### config.mk
export PLATFORM = sky130hd
export DESIGN_NAME = rstall_mem
export DESIGN_NICKNAME = d
export VERILOG_FILES = /design/src/rtl/rstall_pkg.sv /design/src/rtl/rstall_pattern.sv /design/src/rtl/rstall_store.sv /design/src/rtl/rstall_ctrl.sv /design/src/rtl/rstall_mem.sv
export SDC_FILE = /design/constraint.sdc
export NUM_CORES = 2
export LEC_CHECK = 0
export ABC_CLOCK_PERIOD_IN_PS = 12000
export BUFFER_PORTS_ARGS = -buffer_cell sky130_fd_sc_hd__buf_2
export CAP_MARGIN = 20
export CORE_UTILIZATION = 38
export DETAILED_ROUTE_END_ITERATION = 12
export SLEW_MARGIN = 20
export SYNTH_ARGS = -nofsm -noshare
export SYNTH_HDL_FRONTEND = slang
export SYNTH_SLANG_ARGS = --single-unit
### constraint.sdc
create_clock -name clk -period 12 [get_ports clk]
set_input_delay 2.4 -clock clk [delete_from_list [all_inputs] [get_ports clk]]
set_output_delay 2.4 -clock clk [all_outputs]
set_load 0.05 [all_outputs]
### src/rtl/rstall_pkg.sv
package rstall_pkg;

    localparam int PAT_W = 32;
    localparam logic [PAT_W-1:0] SEED_FALLBACK = 32'hA5C3_1E69;

    typedef enum logic {
        OP_READ  = 1'b0,
        OP_WRITE = 1'b1
    } op_e;

    typedef enum logic {
        ST_IDLE = 1'b0,
        ST_PEND = 1'b1
    } state_e;

    // a zero pattern would never signal ready
    function automatic logic [PAT_W-1:0] seed_fix(input logic [PAT_W-1:0] s);
        return (s == '0) ? SEED_FALLBACK : s;
    endfunction

    function automatic logic [PAT_W-1:0] rot1(input logic [PAT_W-1:0] p);
        return {p[0], p[PAT_W-1:1]};
    endfunction

endpackage

### src/rtl/rstall_pattern.sv
module rstall_pattern
    import rstall_pkg::*;
#(
    parameter logic [PAT_W-1:0] SEED = 32'h1234_5679
) (
    input  logic             clk,
    input  logic             rst,
    output logic [PAT_W-1:0] pat,
    output logic             ready
);
    localparam logic [PAT_W-1:0] START = seed_fix(SEED);

    always_ff @(posedge clk) begin
        if (rst) pat <= START;
        else     pat <= rot1(pat);
    end

    assign ready = pat[0];
endmodule

### src/rtl/rstall_store.sv
module rstall_store #(
    parameter int ADDR_W = 8,
    parameter int DATA_W = 16
) (
    input  logic              clk,
    input  logic              we,
    input  logic [ADDR_W-1:0] waddr,
    input  logic [DATA_W-1:0] wdata,
    input  logic [ADDR_W-1:0] raddr,
    output logic [DATA_W-1:0] rdata
);
    localparam int DEPTH = 1 << ADDR_W;

    logic [DATA_W-1:0] mem [DEPTH];

    always_ff @(posedge clk) begin
        if (we) mem[waddr] <= wdata;
    end

    assign rdata = mem[raddr];
endmodule

### src/rtl/rstall_ctrl.sv
module rstall_ctrl
    import rstall_pkg::*;
#(
    parameter int ADDR_W = 8,
    parameter int DATA_W = 16
) (
    input  logic              clk,
    input  logic              rst,
    input  logic              rd,
    input  logic              wr,
    input  logic [ADDR_W-1:0] addr,
    input  logic [DATA_W-1:0] wdata,
    input  logic              ready,
    output logic [ADDR_W-1:0] addr_q,
    output logic [DATA_W-1:0] data_q,
    output logic              is_read,
    output logic              we,
    output logic              stall,
    output logic              done
);
    state_e st;
    op_e    op_q;
    logic   pending;

    always_ff @(posedge clk) begin
        if (rst) begin
            st     <= ST_IDLE;
            op_q   <= OP_READ;
            addr_q <= '0;
            data_q <= '0;
        end else begin
            case (st)
                ST_IDLE: if (rd || wr) begin
                    st     <= ST_PEND;
                    op_q   <= wr ? OP_WRITE : OP_READ;
                    addr_q <= addr;
                    data_q <= wdata;
                end
                ST_PEND: if (ready) st <= ST_IDLE;
                default: st <= ST_IDLE;
            endcase
        end
    end

    assign pending = (st == ST_PEND);
    assign done    = pending && ready;
    assign stall   = pending && !ready;
    assign is_read = (op_q == OP_READ);
    assign we      = done && (op_q == OP_WRITE);
endmodule

### src/rtl/rstall_mem.sv
module rstall_mem
    import rstall_pkg::*;
#(
    parameter int               ADDR_W = 8,
    parameter int               DATA_W = 16,
    parameter logic [PAT_W-1:0] SEED   = 32'h1234_5679
) (
    input  logic              clk,
    input  logic              rst,
    input  logic              rd_i,
    input  logic              wr_i,
    input  logic [ADDR_W-1:0] addr_i,
    input  logic [DATA_W-1:0] wdata_i,
    output logic [DATA_W-1:0] rdata_o,
    output logic              stall_o,
    output logic              done_o
);
    logic [PAT_W-1:0]  pat_w;
    logic              ready_w;
    logic [ADDR_W-1:0] addr_q;
    logic [DATA_W-1:0] data_q;
    logic [DATA_W-1:0] word_w;
    logic              is_read_w;
    logic              we_w;

    rstall_pattern #(.SEED(SEED)) pat_i (
        .clk   (clk),
        .rst   (rst),
        .pat   (pat_w),
        .ready (ready_w)
    );

    rstall_ctrl #(.ADDR_W(ADDR_W), .DATA_W(DATA_W)) ctrl_i (
        .clk     (clk),
        .rst     (rst),
        .rd      (rd_i),
        .wr      (wr_i),
        .addr    (addr_i),
        .wdata   (wdata_i),
        .ready   (ready_w),
        .addr_q  (addr_q),
        .data_q  (data_q),
        .is_read (is_read_w),
        .we      (we_w),
        .stall   (stall_o),
        .done    (done_o)
    );

    rstall_store #(.ADDR_W(ADDR_W), .DATA_W(DATA_W)) store_i (
        .clk   (clk),
        .we    (we_w),
        .waddr (addr_q),
        .wdata (data_q),
        .raddr (addr_q),
        .rdata (word_w)
    );

    assign rdata_o = (done_o && is_read_w) ? word_w : '0;
endmodule

# Word-level counts from Yosys, hierarchy flattened
# Memory sizes are Yosys's and may differ from the RTL's. A register that Yosys moved wholly into a read port is not among the register bits.
# Index checks and enable logic that the tools add are counted.
dict set report classes {
  mux 9
  bitwise_logic 2
  n_reduce_logical 7
}
# operator count
set ops {}
lappend ops {{two-way mux 16 bit} 1}
lappend ops {{two-way mux 8 bit} 2}
lappend ops {{two-way mux 1 bit} 5}
lappend ops {{logical AND 1 bit} 4}
lappend ops {{inverter 1 bit} 2}
lappend ops {{one-hot mux 1 bit (2 select lines)} 1}
lappend ops {{AND reduction 2 bit} 1}
lappend ops {{logical NOT 1 bit} 1}
lappend ops {{logical OR 1 bit} 1}
dict set report totals {
  register_bits 58
  ram_bits 4096
  output_inout_bits 18
  memories 1
}
# memory depth word_bits rd rd_ports_with_merged_regs write_ports line
set mem_list {}
lappend mem_list {store_i.mem 256 16 1 1 1 rstall_store.sv:14} ;# logic [DATA_W-1:0] mem [DEPTH];

# Depth between registers and ports, before layout
dict set report logic_depth {
  depth_word 4
  mapped_depth 12
  mapped_depth_nobuf 6
}

# By module
# Synthesis repeated with hierarchy kept, for this count alone.
dict set report hier_totals {
  hier_cells 7547
  hier_area_um2 160380.1
}
# mod n_inst cells_per_inst area_per_inst_um2
set by_module_without_submodules {}
lappend by_module_without_submodules {rstall_store 1 7344 158394.4}
lappend by_module_without_submodules {rstall_ctrl 1 117 989.7}
lappend by_module_without_submodules {rstall_pattern 1 68 869.6}
lappend by_module_without_submodules {rstall_mem 1 18 126.4}

# Least setup slack after synthesis
# Ideal clock, no wire load.
dict set report synth_timing {
  path_type {register -> output}
  from {reg (tool-made name)}
  to {out rdata_o[10]}
  arrival_ns 2.968
  required_ns 9.600
  setup_slack_ns 6.632
  stages_incl_launch_ff 11
  path_buffers 4
  path_cell_list {dfxtp_1 buf_2 or2_2 buf_2 buf_2 clkbuf_1 o221ai_1 o22ai_1 o21ai_0 nand2_1 o31ai_1}
}
# item line
set synth_rtl {}
lappend synth_rtl {{to (decl)} rstall_mem.sv:14} ;# output logic [DATA_W-1:0] rdata_o,

==> results.md <==
- Ys flop type: edfxtp_1
- Post-cts hold buffer count: 0
- Final Cycle Share: 0.788
- Clock latency on the worst-skew pair: 1.00 ns
- Final-layout fill cell count: 35600
- WL met2: 211000 microns
- First-pass GRT wire length: 644000 microns
- Layout cells sized above 1: 0.235
- Multi-input gate area in the final layout: 0.0337 sq mm
- Largest net degree at the start of global routing: 173
- Comb pwr share: 0.060
- Top cell type by total area after synthesis: edfxtp_1
- Antenna violations before repair: 37
- Cell-internal power: 0.0238 W
- Final Core Density: 0.433
- CP endpoint kind: output pin
- Chip width: 653 microns
- Total global-route track usage: 0.214
- Starting DRC count in detailed routing: 11900
- Post-synth top cells: edfxtp_1 (4096), mux4_2 (771), mux2i_1 (455)
- Crit path max fanout: 99
- NetSw: 0.00695 W
- Post-synthesis cell type count: 69
- Final WS setup: 2.55 ns
- Setup Total Neg Slack: 0 ns
- Rows: 238
- Power Total: 0.0307 W
- Hold Crit Class: reg -> reg
- Max cap viols: 0
- Mapped Avg Cell Area: 21.0 sq um
- Pins Over Slew Limit: 0
- GRT overflow: 0
- DP Area: 0.169 sq mm
- Worst Skew: 0.0850 ns
- Unrepaired setup endpoints after global routing: no
- Starting density of the core: 0.382
- Post-DP HPWL: 286000 microns
- M1 wire length: 182000 microns
- Slew @ Worst Pin: 1.29 ns
- Core Box Area: 0.421 sq mm
- Post-synthesis register bit count: 4162
- Max frequency: 106 MHz
- Initial DRT Pass Iterations: 6
- Leakage Power: 54.8 nW
- Synth warn: 0
- Slew headroom: 0.115
- Switch share: 0.226
- Avg WL per Cell: 33.1 microns
- DIE AREA: 0.426 sq mm
- Mapped cell area: 0.161 sq mm
- Post-layout min period: 9.45 ns
- ANT nets after route: 0
- Die H: 653 microns
- Final net count: 8125
- Share of power burned in registers: 0.526
- CTS sink count: 4162
- Post-placement setup slack: 3.78 ns
- Met3 WL: 48300 microns
- Layout area overhead: 13.3%
- Synth Instances: 7674
- Async set or reset register ratio after synthesis: 0
- Vias per inst: 5.89
- Post-synth EDFFs: 4096
- Ranking of synthesized cells by area: edfxtp_1 (76%), mux4_2 (11%), mux2i_1 (2.8%), dfxtp_1 (0.82%), nor2_1 (0.81%)
- I/O Pins: 46
- Share of the synthesized area in the top cell type: 0.765
- H-Tree Depth: 5
- Count leader, synth: edfxtp_1
- CTS tree: yes
- Final Setup Violations: 0
- Worst reg2reg setup slack: 7.16 ns
- Maximum clock path buffer count: 4
- Final WL: 466000 microns
- CTS Buf Count: 406
- Setup bufs post-CTS: 0
- Vias: 83000
- Peak supply drop: 0.122 mV
- WP data arrival: 7.05 ns
- Clk pwr share: 0.414
- PortBufs: 45
- Fin. Hold Viols: 0
- Cell Pwr Density: 168 mW/mm^2
- Status: finished, final reports clean
- CP Class: reg -> out
- WP data required: 9.60 ns
- Reg clk slew, reported paths: 0.07 ns
- Reg area: 0.124 sq mm
- Share of the yosys chip area belonging to registers: 0.773
- Drt drc: 0
- Final GP Congestion: 0.936
- Syn nets: 7702
- Resized cells post-CTS: 0
- Crit start category: register
- Root buffer selected by CTS: clkbuf_16
- Top Layer Used: met5
- Vias in the first global route: 81400
- Cell area after layout: 0.182 sq mm
==> cell usage in the layout (no fill, tap or decap), drive strengths merged, types with 114 or more instances in the layout <==
cell type     n
o22ai       147
nor3        193
buf         490
clkinv      194
mux4        813
nand2       147
mux2i       455
edfxtp     4096
a21oi       114
clkbuf      485
nor2        347
o221ai      148
==> registers in the layout, indices dropped and copies added, names as in the netlist, named ones only <==
name and cells:
store_i.mem 4096, pat_i.pat 32, ctrl_i.data_q 16, ctrl_i.addr_q 8, ctrl_i.op_q 1, ctrl_i.pending 1
==> final cells by class <==
type / count / area share
Sequential cell: 4162 / 0.682
Multi-Input combinational cell: 3033 / 0.185
Clock buffer: 485 / 0.0580
Tap cell: 5640 / 0.0387
Timing Repair Buffer: 490 / 0.0212
Clock inverter: 260 / 0.0147
Antenna cell: 9 / 0.000124
Inverter: 4 / 0.000110
==> metal layers <==
metal	GRT usage	vias up
met1	0.294	44300
met4	0.0980	8
met2	0.326	4732
met5	0	-
li1	-	33100
met3	0.0481	830
==> worst max-delay path, cell delays in order (launching register included) <==
cell and delay, ns:
dfxtp_4 0.72, buf_12 0.52, buf_12 0.59, buf_4 0.65
mux4_2 0.57, a2111oi_0 1.12, nor2_1 0.34, nand4_1 0.43
o22ai_1 0.38, buf_4 0.25, buf_2 0.20
==> kinds of logic (layout without fill, tap and decap cells) <==
group	count (synthesis)	count (layout)	synth area share
AOI/OAI and AO/OA	734	734	0.0327
muxes	1274	1274	0.144
DFF	4162	4162	0.773
buffers and inverters	479	1239	0.0200
and+or+nand+nor	1025	1025	0.0309
other	0	9	0
==> power groups by stage <==
stage | Sequential [W] | Clock (W) | Combinational, W
2_1_floorplan | 0.0166 | 0 | 0.00103
3_3_place_gp | 0.0165 | 0 | 0.00180
3_5_place_dp | 0.0165 | 0 | 0.00182
4_1_cts | 0.0162 | 0.0129 | 0.00183
5_1_grt | 0.0162 | 0.0134 | 0.00191
6_report | 0.0162 | 0.0127 | 0.00185
==> per-stage QoR <==
step / hold WS [ns] / std cells
floorplan: 0.389 / 7674
global placement: 0.392 / 13300
detailed placement: 0.395 / 13300
CTS: 0.412 / 14100
global route: 0.426 / 14100
finish: 0.409 / 14100
==> path summary, 6_finish.rpt <==
check | cells after the start | end | startpoint
setup / recovery | 10 | rdata_o[13] | register
hold / removal | 1 | pat_i.pat[10] | pat_i.pat[11]
setup reg to reg | 4 | store_i.mem[241][12] | ctrl_i.addr_q[0]
hold reg to reg | 1 | pat_i.pat[10] | pat_i.pat[11]
Note: power is estimated with default switching activity, not from simulation.
